==> src/rtl/bps_pkg.sv <==
`timescale 1ns/1ps
package bps_pkg;
  typedef enum logic [2:0] {
    ST_IDLE,
    ST_READ_A,
    ST_WRITE_INV,
    ST_READ_B,
    ST_RESTORE,
    ST_FINISH
  } bps_step_e;
endpackage

==> src/rtl/bps_ctrl.sv <==
`timescale 1ns/1ps
module bps_ctrl
  import bps_pkg::*;
#(
  parameter bit AUTO_START = 1'b1
) (
  input  logic      clk,
  input  logic      rst_n,
  input  logic      start_i,
  input  logic      ack_i,
  input  logic      match_i,
  output bps_step_e step_o,
  output logic      accept_o,
  output logic      ev_rd_a_o,
  output logic      ev_wr_inv_o,
  output logic      ev_rd_b_o,
  output logic      ev_restore_o
);
  bps_step_e step_q, step_d;
  logic      boot_pend_q;

  assign accept_o     = (step_q == ST_IDLE) && (start_i || boot_pend_q);
  assign ev_rd_a_o    = (step_q == ST_READ_A)    && ack_i;
  assign ev_wr_inv_o  = (step_q == ST_WRITE_INV) && ack_i;
  assign ev_rd_b_o    = (step_q == ST_READ_B)    && ack_i;
  assign ev_restore_o = (step_q == ST_RESTORE)   && ack_i;

  always_comb begin
    step_d = step_q;
    unique case (step_q)
      ST_IDLE:      if (accept_o)     step_d = ST_READ_A;
      ST_READ_A:    if (ev_rd_a_o)    step_d = ST_WRITE_INV;
      ST_WRITE_INV: if (ev_wr_inv_o)  step_d = ST_READ_B;
      ST_READ_B:    if (ev_rd_b_o)    step_d = match_i ? ST_RESTORE : ST_FINISH;
      ST_RESTORE:   if (ev_restore_o) step_d = ST_FINISH;
      ST_FINISH:                      step_d = ST_IDLE;
      default:                        step_d = ST_IDLE;
    endcase
  end

  always_ff @(posedge clk) begin
    if (!rst_n) begin
      step_q      <= ST_IDLE;
      boot_pend_q <= AUTO_START;
    end else begin
      step_q <= step_d;
      if (accept_o) boot_pend_q <= 1'b0;
    end
  end

  assign step_o = step_q;
endmodule

==> src/rtl/bps_req.sv <==
`timescale 1ns/1ps
module bps_req
  import bps_pkg::*;
#(
  parameter int AW = 11,
  parameter int DW = 8
) (
  input  logic          clk,
  input  logic          rst_n,
  input  bps_step_e     step_i,
  input  logic          accept_i,
  input  logic [AW-1:0] probe_addr_i,
  input  logic          ev_rd_a_i,
  input  logic [DW-1:0] rdata_i,
  output logic          req_o,
  output logic          we_o,
  output logic [AW-1:0] addr_o,
  output logic [DW-1:0] wdata_o,
  output logic          match_o
);
  logic [AW-1:0] addr_q;
  logic [DW-1:0] orig_q;

  function automatic logic [DW-1:0] invert_byte(input logic [DW-1:0] b);
    return ~b;
  endfunction

  always_ff @(posedge clk) begin
    if (!rst_n) begin
      addr_q <= '0;
      orig_q <= '0;
    end else begin
      if (accept_i)  addr_q <= probe_addr_i;
      if (ev_rd_a_i) orig_q <= rdata_i;
    end
  end

  always_comb begin
    req_o   = 1'b0;
    we_o    = 1'b0;
    wdata_o = '0;
    unique case (step_i)
      ST_READ_A, ST_READ_B: req_o = 1'b1;
      ST_WRITE_INV: begin
        req_o   = 1'b1;
        we_o    = 1'b1;
        wdata_o = invert_byte(orig_q);
      end
      ST_RESTORE: begin
        req_o   = 1'b1;
        we_o    = 1'b1;
        wdata_o = orig_q;
      end
      default: ;
    endcase
  end

  assign addr_o  = addr_q;
  assign match_o = (rdata_i == invert_byte(orig_q));
endmodule

==> src/rtl/bps_verdict.sv <==
`timescale 1ns/1ps
module bps_verdict
  import bps_pkg::*;
(
  input  logic      clk,
  input  logic      rst_n,
  input  bps_step_e step_i,
  input  logic      accept_i,
  input  logic      ev_rd_b_i,
  input  logic      match_i,
  output logic      done_o,
  output logic      ok_o,
  output logic      low_o
);
  always_ff @(posedge clk) begin
    if (!rst_n) begin
      ok_o  <= 1'b0;
      low_o <= 1'b0;
    end else if (accept_i) begin
      ok_o  <= 1'b0;
      low_o <= 1'b0;
    end else if (ev_rd_b_i) begin
      ok_o  <= match_i;
      low_o <= !match_i;
    end
  end

  assign done_o = (step_i == ST_FINISH);
endmodule

==> src/rtl/bkup_probe_seq.sv <==
`timescale 1ns/1ps
module bkup_probe_seq
  import bps_pkg::*;
#(
  parameter int AW         = 11,
  parameter int DW         = 8,
  parameter bit AUTO_START = 1'b1
) (
  input  logic          clk,
  input  logic          rst_n,
  input  logic          start_i,
  input  logic [AW-1:0] probe_addr_i,
  output logic          mem_req_o,
  output logic          mem_we_o,
  output logic [AW-1:0] mem_addr_o,
  output logic [DW-1:0] mem_wdata_o,
  input  logic          mem_ack_i,
  input  logic [DW-1:0] mem_rdata_i,
  output logic          busy_o,
  output logic          done_o,
  output logic          batt_ok_o,
  output logic          batt_low_o
);
  bps_step_e step;
  logic accept, ev_rd_a, ev_wr_inv, ev_rd_b, ev_restore, match;

  bps_ctrl #(.AUTO_START(AUTO_START)) ctrl_i (
    .clk(clk), .rst_n(rst_n), .start_i(start_i), .ack_i(mem_ack_i),
    .match_i(match), .step_o(step), .accept_o(accept),
    .ev_rd_a_o(ev_rd_a), .ev_wr_inv_o(ev_wr_inv), .ev_rd_b_o(ev_rd_b),
    .ev_restore_o(ev_restore)
  );

  bps_req #(.AW(AW), .DW(DW)) req_i (
    .clk(clk), .rst_n(rst_n), .step_i(step), .accept_i(accept),
    .probe_addr_i(probe_addr_i), .ev_rd_a_i(ev_rd_a), .rdata_i(mem_rdata_i),
    .req_o(mem_req_o), .we_o(mem_we_o), .addr_o(mem_addr_o),
    .wdata_o(mem_wdata_o), .match_o(match)
  );

  bps_verdict verdict_i (
    .clk(clk), .rst_n(rst_n), .step_i(step), .accept_i(accept),
    .ev_rd_b_i(ev_rd_b), .match_i(match), .done_o(done_o),
    .ok_o(batt_ok_o), .low_o(batt_low_o)
  );

  assign busy_o = (step != ST_IDLE);
endmodule

==> config.mk <==
export PLATFORM = sky130hd
export DESIGN_NAME = bkup_probe_seq
export DESIGN_NICKNAME = d
export VERILOG_FILES = /design/src/rtl/bps_pkg.sv /design/src/rtl/bps_ctrl.sv /design/src/rtl/bps_req.sv /design/src/rtl/bps_verdict.sv /design/src/rtl/bkup_probe_seq.sv
export SDC_FILE = /design/constraint.sdc
export NUM_CORES = 1
export LEC_CHECK = 0
export BUFFER_PORTS_ARGS = -buffer_cell sky130_fd_sc_hd__buf_2
export CORE_ASPECT_RATIO = 0.8
export CORE_MARGIN = 4
export CORE_UTILIZATION = 30
export CTS_CLUSTER_DIAMETER = 80
export DETAILED_ROUTE_END_ITERATION = 7
export SLEW_MARGIN = 10
export SYNTH_ARGS = -nofsm -noshare
export SYNTH_HDL_FRONTEND = slang
export SYNTH_SLANG_ARGS = --single-unit
==> constraint.sdc <==
create_clock -name clk -period 3.1 [get_ports clk]
set_clock_uncertainty 0.15 [all_clocks]
set_input_delay 0.775 -clock clk [delete_from_list [all_inputs] [get_ports clk]]
set_output_delay 0.775 -clock clk [all_outputs]
set_load 0.01 [all_outputs]
==> results.md <==
- The flow ran to the end, and the final reports show no timing, DRC or antenna violations.
- between 40 and 50 I/O pins were placed.
- The overall die width is roughly 80 um.
- Of the total synthesized cell area, the portion taken by XOR and XNOR cells is between 6 and 7%.
- Ranked by total cell area, the synthesized netlist is headed by dfxtp_1 (40%), nand2_1 (7.5%), mux2i_1 (6.4%).
- The number of iterations in the first detailed-routing pass is 4.
- Relative to the synthesized area, the layout overhead comes to 22.80%.
- The layout net count is 215.
- TritonCTS created 3 clock buffers.
- The residual DRC count is 0.
- The source-to-sink clock delay at the later pin of the worst-skew pair is approximately 0.27 ns.
- The largest individual stage delay along the critical path comes from the cell nor2b_1.
- Summed over all cells, the static leakage comes to around 0.73 nW.
- Of the total synthesized cell area, the portion taken by AND, OR, NAND and NOR gates is 26.00%.
- The cell family contributing the most delay on the critical path is simple AND/OR/NAND/NOR gates.
- The number of clock sinks seen by CTS is 25.
- After filler insertion, the fill cell instance count of the layout stands at about 430.
- The count of buffer and inverter cells on the critical path is 1.
- 0 antenna diodes ended up in the layout.
- Post-CTS repair changed the size of 0 cells.
- CTS built an H-tree with a depth of 1.
- The power density relative to cell area is around 500 nW/um^2.
- The vias per cell is 4.439.
- The largest family of logic cells by synthesized area is simple AND/OR/NAND/NOR gates.
- The critical path endpoint category is an output pin.
- In this run, post-CTS hold repair placed 0 buffers.
- The standard cell core area is between 3000 and 4000 sq um.
- The global placement routability congestion is 0.7504.
- The number of hold violations in the final report is 0.
- Summing the areas of all compound-gate instances in the mapped netlist gives 16.20% of the synthesized area.
- The launch instance of the worst min-delay path is ctrl_i.boot_pend_q$_SDFFE_PN1P_.
- The critical path is of the reg -> out type.
- TritonCTS built the clock tree.
- Of the cells placed in the final design, the portion with a size suffix greater than 1 is between 20% and 30%.
- The worst-case IR drop observed on VDD is 0.0002235 V.
- The smallest hold slack is slightly below 0.3 ns.
- The number of setup violations in the final report is 0.
- The die area is between 5000 and 6000 sq um.
- In the synthesized netlist, mux cells make up between 6 and 7% of the area.
- Yosys printed 0 warnings.
- The worst max-slew margin expressed relative to the limit is between 50% and 60%.
- The final critical path takes up between 80% and 90% of the cycle.
- The average footprint of a synthesized cell is between 8 and 9 sq um.
- The clock-pin slew on the worst setup and hold paths is 0.08 ns.
- The via count of the first global-routing pass was between 900 and 1000.
- The reg-to-reg critical path startpoint is ctrl_i.step_o[0]$_SDFFE_PN0P_.
- Setup repair after global routing left no endpoint under its margin.
- The fraction of the yosys area taken by sequential cells is 40.00%.
- The post-synth design cell area is between 1000 and 1500 sq um.
- The first global-routing pass estimated 4.602 mm of wire.
- After the first detailed-routing iteration, the DRC count stood at 38.
- The most used flip-flop cell after synthesis is dfxtp_1.
- The accumulated negative setup slack is 0 ns.
- The flip-flop and latch count after synthesis is 25.
- The floorplan has 20 rows.
- Entering global routing, the biggest net connects 26 pins.
- After synthesis, the share of flip-flops with an asynchronous set or reset is 0%.
- In the global route stage, overall resource usage came out at around 11%.
- The worst setup path is launched from a flip-flop.
- The buffer levels on the longest clock path is 2.
- From bottom edge to top edge, the die measures about 66 um.
- The completed layout was analyzed and its total power is 0.7700 mW.
- For this run, the slowest stage of the critical path takes between 0.5 and 0.6 ns.
- The final critical delay including setup and external delays is 2.705 ns.
- For this configuration, the core starts out at a cell density of between 30 and 40%.
- The signal on the critical path passes through nor2b_1 -> a21oi_1 -> nor2_1 -> buf_2.
- The number of nets with antenna violations after detailed routing is 0.
- The timing startpoint of the critical path is ctrl_i.step_o[2]$_SDFFE_PN0P_.
- The worst path arrival time is 1.78 ns.
- After clock tree synthesis, the setup repair step added 0 buffers.
- The final route contains about 1100 vias.
- The count of flip-flops with a built-in enable after synthesis is 0.
- The total grt overflow is 0.
- The transition time at the pin with the least slew margin is slightly below 0.7 ns.
- The total half-perimeter wirelength after legalization and detailed placement is 2.048 mm.
- The tightest min-delay check is of the reg -> reg type.
- Sorting the synthesized cells by how often they occur yields dfxtp_1 (25), nand2_1 (25), nor2_1 (21).
- The adder-cell share of the synthesized area is 0%.
- The area share of the largest cell type after synthesis is around 40%.
- The largest fanout of any net on the critical path is 10.
- The tree is rooted in a clkbuf_8.
- The synthesized instance count is 151.
- The number of antenna violations at the first check in global routing came to 0.
- Wires add up to around 2.7 mm.
- The post-synthesis net count is between 150 and 200.
- The number of pins with negative max-slew slack in the final report came to 0.
- Of all cell types, the one taking the most synthesized area is dfxtp_1.
- The number of distinct library cell variants in the gate-level netlist after synthesis is 29.
- After detailed routing, the average wire length per cell comes to ~11 um.
- The data required time at the worst endpoint is approximately 2.2 ns.
- The number of port buffers is 47.
- Derived from the worst setup path, the maximum achievable clock frequency is around 0.37 GHz.
- The count of maximum capacitance violations is 0.
-- final timing paths --
check                                                  endpoint  slack, ns  depth (start not counted)
worst max-delay path                             mem_wdata_o[2]       0.40                          4
worst min-delay path            ctrl_i.boot_pend_q$_SDFFE_PN1P_       0.30                          2
worst max register to register     req_i.addr_o[6]$_SDFFE_PN0P_       1.11                          4
worst min register to register  ctrl_i.boot_pend_q$_SDFFE_PN1P_       0.30                          2
-- tightest hold or removal path: stages, from the launching register on --
cell and delay [ns]:
dfxtp_1 0.31, nand2_1 0.05, nand2_1 0.04
-- routing by layer --
layer,wire [um],up-vias,global-route usage [%]
met5,0,-,0
met4,25,0,3.797
met3,210,2,3.836
met2,1157,28,16.84
met1,1332,482,14.96
li1,-,580,-
-- report_power, final --
| part | switching (mW) | total [mW] | leakage, nW | internal, mW |
|---|---|---|---|---|
| logic | 0.112 | 0.199 | 0.499 | 0.0875 |
| registers | 0.0294 | 0.380 | 0.205 | 0.351 |
| clock network | 0.0987 | 0.191 | 0.0228 | 0.0919 |
-- cells by family (layout without fill, tap and decap cells) --
family / Yosys count / in the layout
DFF: 25 / 25
xor gates and xnor gates: 9 / 9
AOI/OAI and AO/OA: 30 / 30
muxes: 8 / 8
buffers and inverters: 11 / 51
and+or+nand+nor: 68 / 68
-- through the flow --
stage / area [sq um] / utilization (%) / instances / setup WS, ns
6_report: 1536 / 39.36 / 246 / 0.3953
5_1_grt: 1536 / 39.36 / 246 / 0.1403
4_1_cts: 1536 / 39.36 / 246 / 0.3936
3_5_place_dp: 1491 / 38.21 / 242 / 0.7010
3_3_place_gp: 1491 / 38.21 / 242 / 0.7578
2_1_floorplan: 1251 / - / 151 / 1.095
-- layout make-up --
class                           instances  area, sq um  area share, %
Multi-Input combinational cell        115        686.9          44.71
Tap cell                               55        68.82          4.479
Timing Repair Buffer                   47        235.2          15.31
Sequential cell                        25        500.5          32.57
Clock buffer                            4        45.04          2.932
-- state kept, by name, indices dropped and copies added, names as in the netlist --
signal / cells
req_i.orig_q: 8
ctrl_i.step_o: 3
ctrl_i.boot_pend_q: 1
req_i.addr_o: 11
verdict_i.ok_o: 1
verdict_i.low_o: 1
-- cells in the final DEF, fill, tap and decap left out --
| cell | Yosys | final |
|---|---|---|
| a21boi_0 | 1 | 1 |
| a21boi_1 | 10 | 10 |
| a21oi_1 | 11 | 11 |
| a311oi_1 | 1 | 1 |
| and2_1 | 2 | 2 |
| buf_2 | 2 | 47 |
| clkbuf_1 | 5 | 1 |
| clkbuf_8 | 0 | 3 |
| dfxtp_1 | 25 | 25 |
| mux2i_1 | 8 | 8 |
| nand2_1 | 25 | 25 |
| nand2b_1 | 2 | 2 |
| nand3b_1 | 1 | 1 |
| nand4_1 | 2 | 2 |
| nor2_1 | 21 | 21 |
| nor2b_1 | 10 | 10 |
| nor3_4 | 1 | 1 |
| nor3b_1 | 1 | 1 |
| nor4_1 | 1 | 1 |
| o211a_1 | 1 | 1 |
| o211ai_2 | 1 | 1 |
| o21a_1 | 2 | 2 |
| o21ai_0 | 2 | 2 |
| o22a_1 | 1 | 1 |
| or2_4 | 1 | 1 |
| or3_1 | 1 | 1 |
| xor2_1 | 9 | 9 |
No activity file was read; power rests on OpenSTA's default activity.
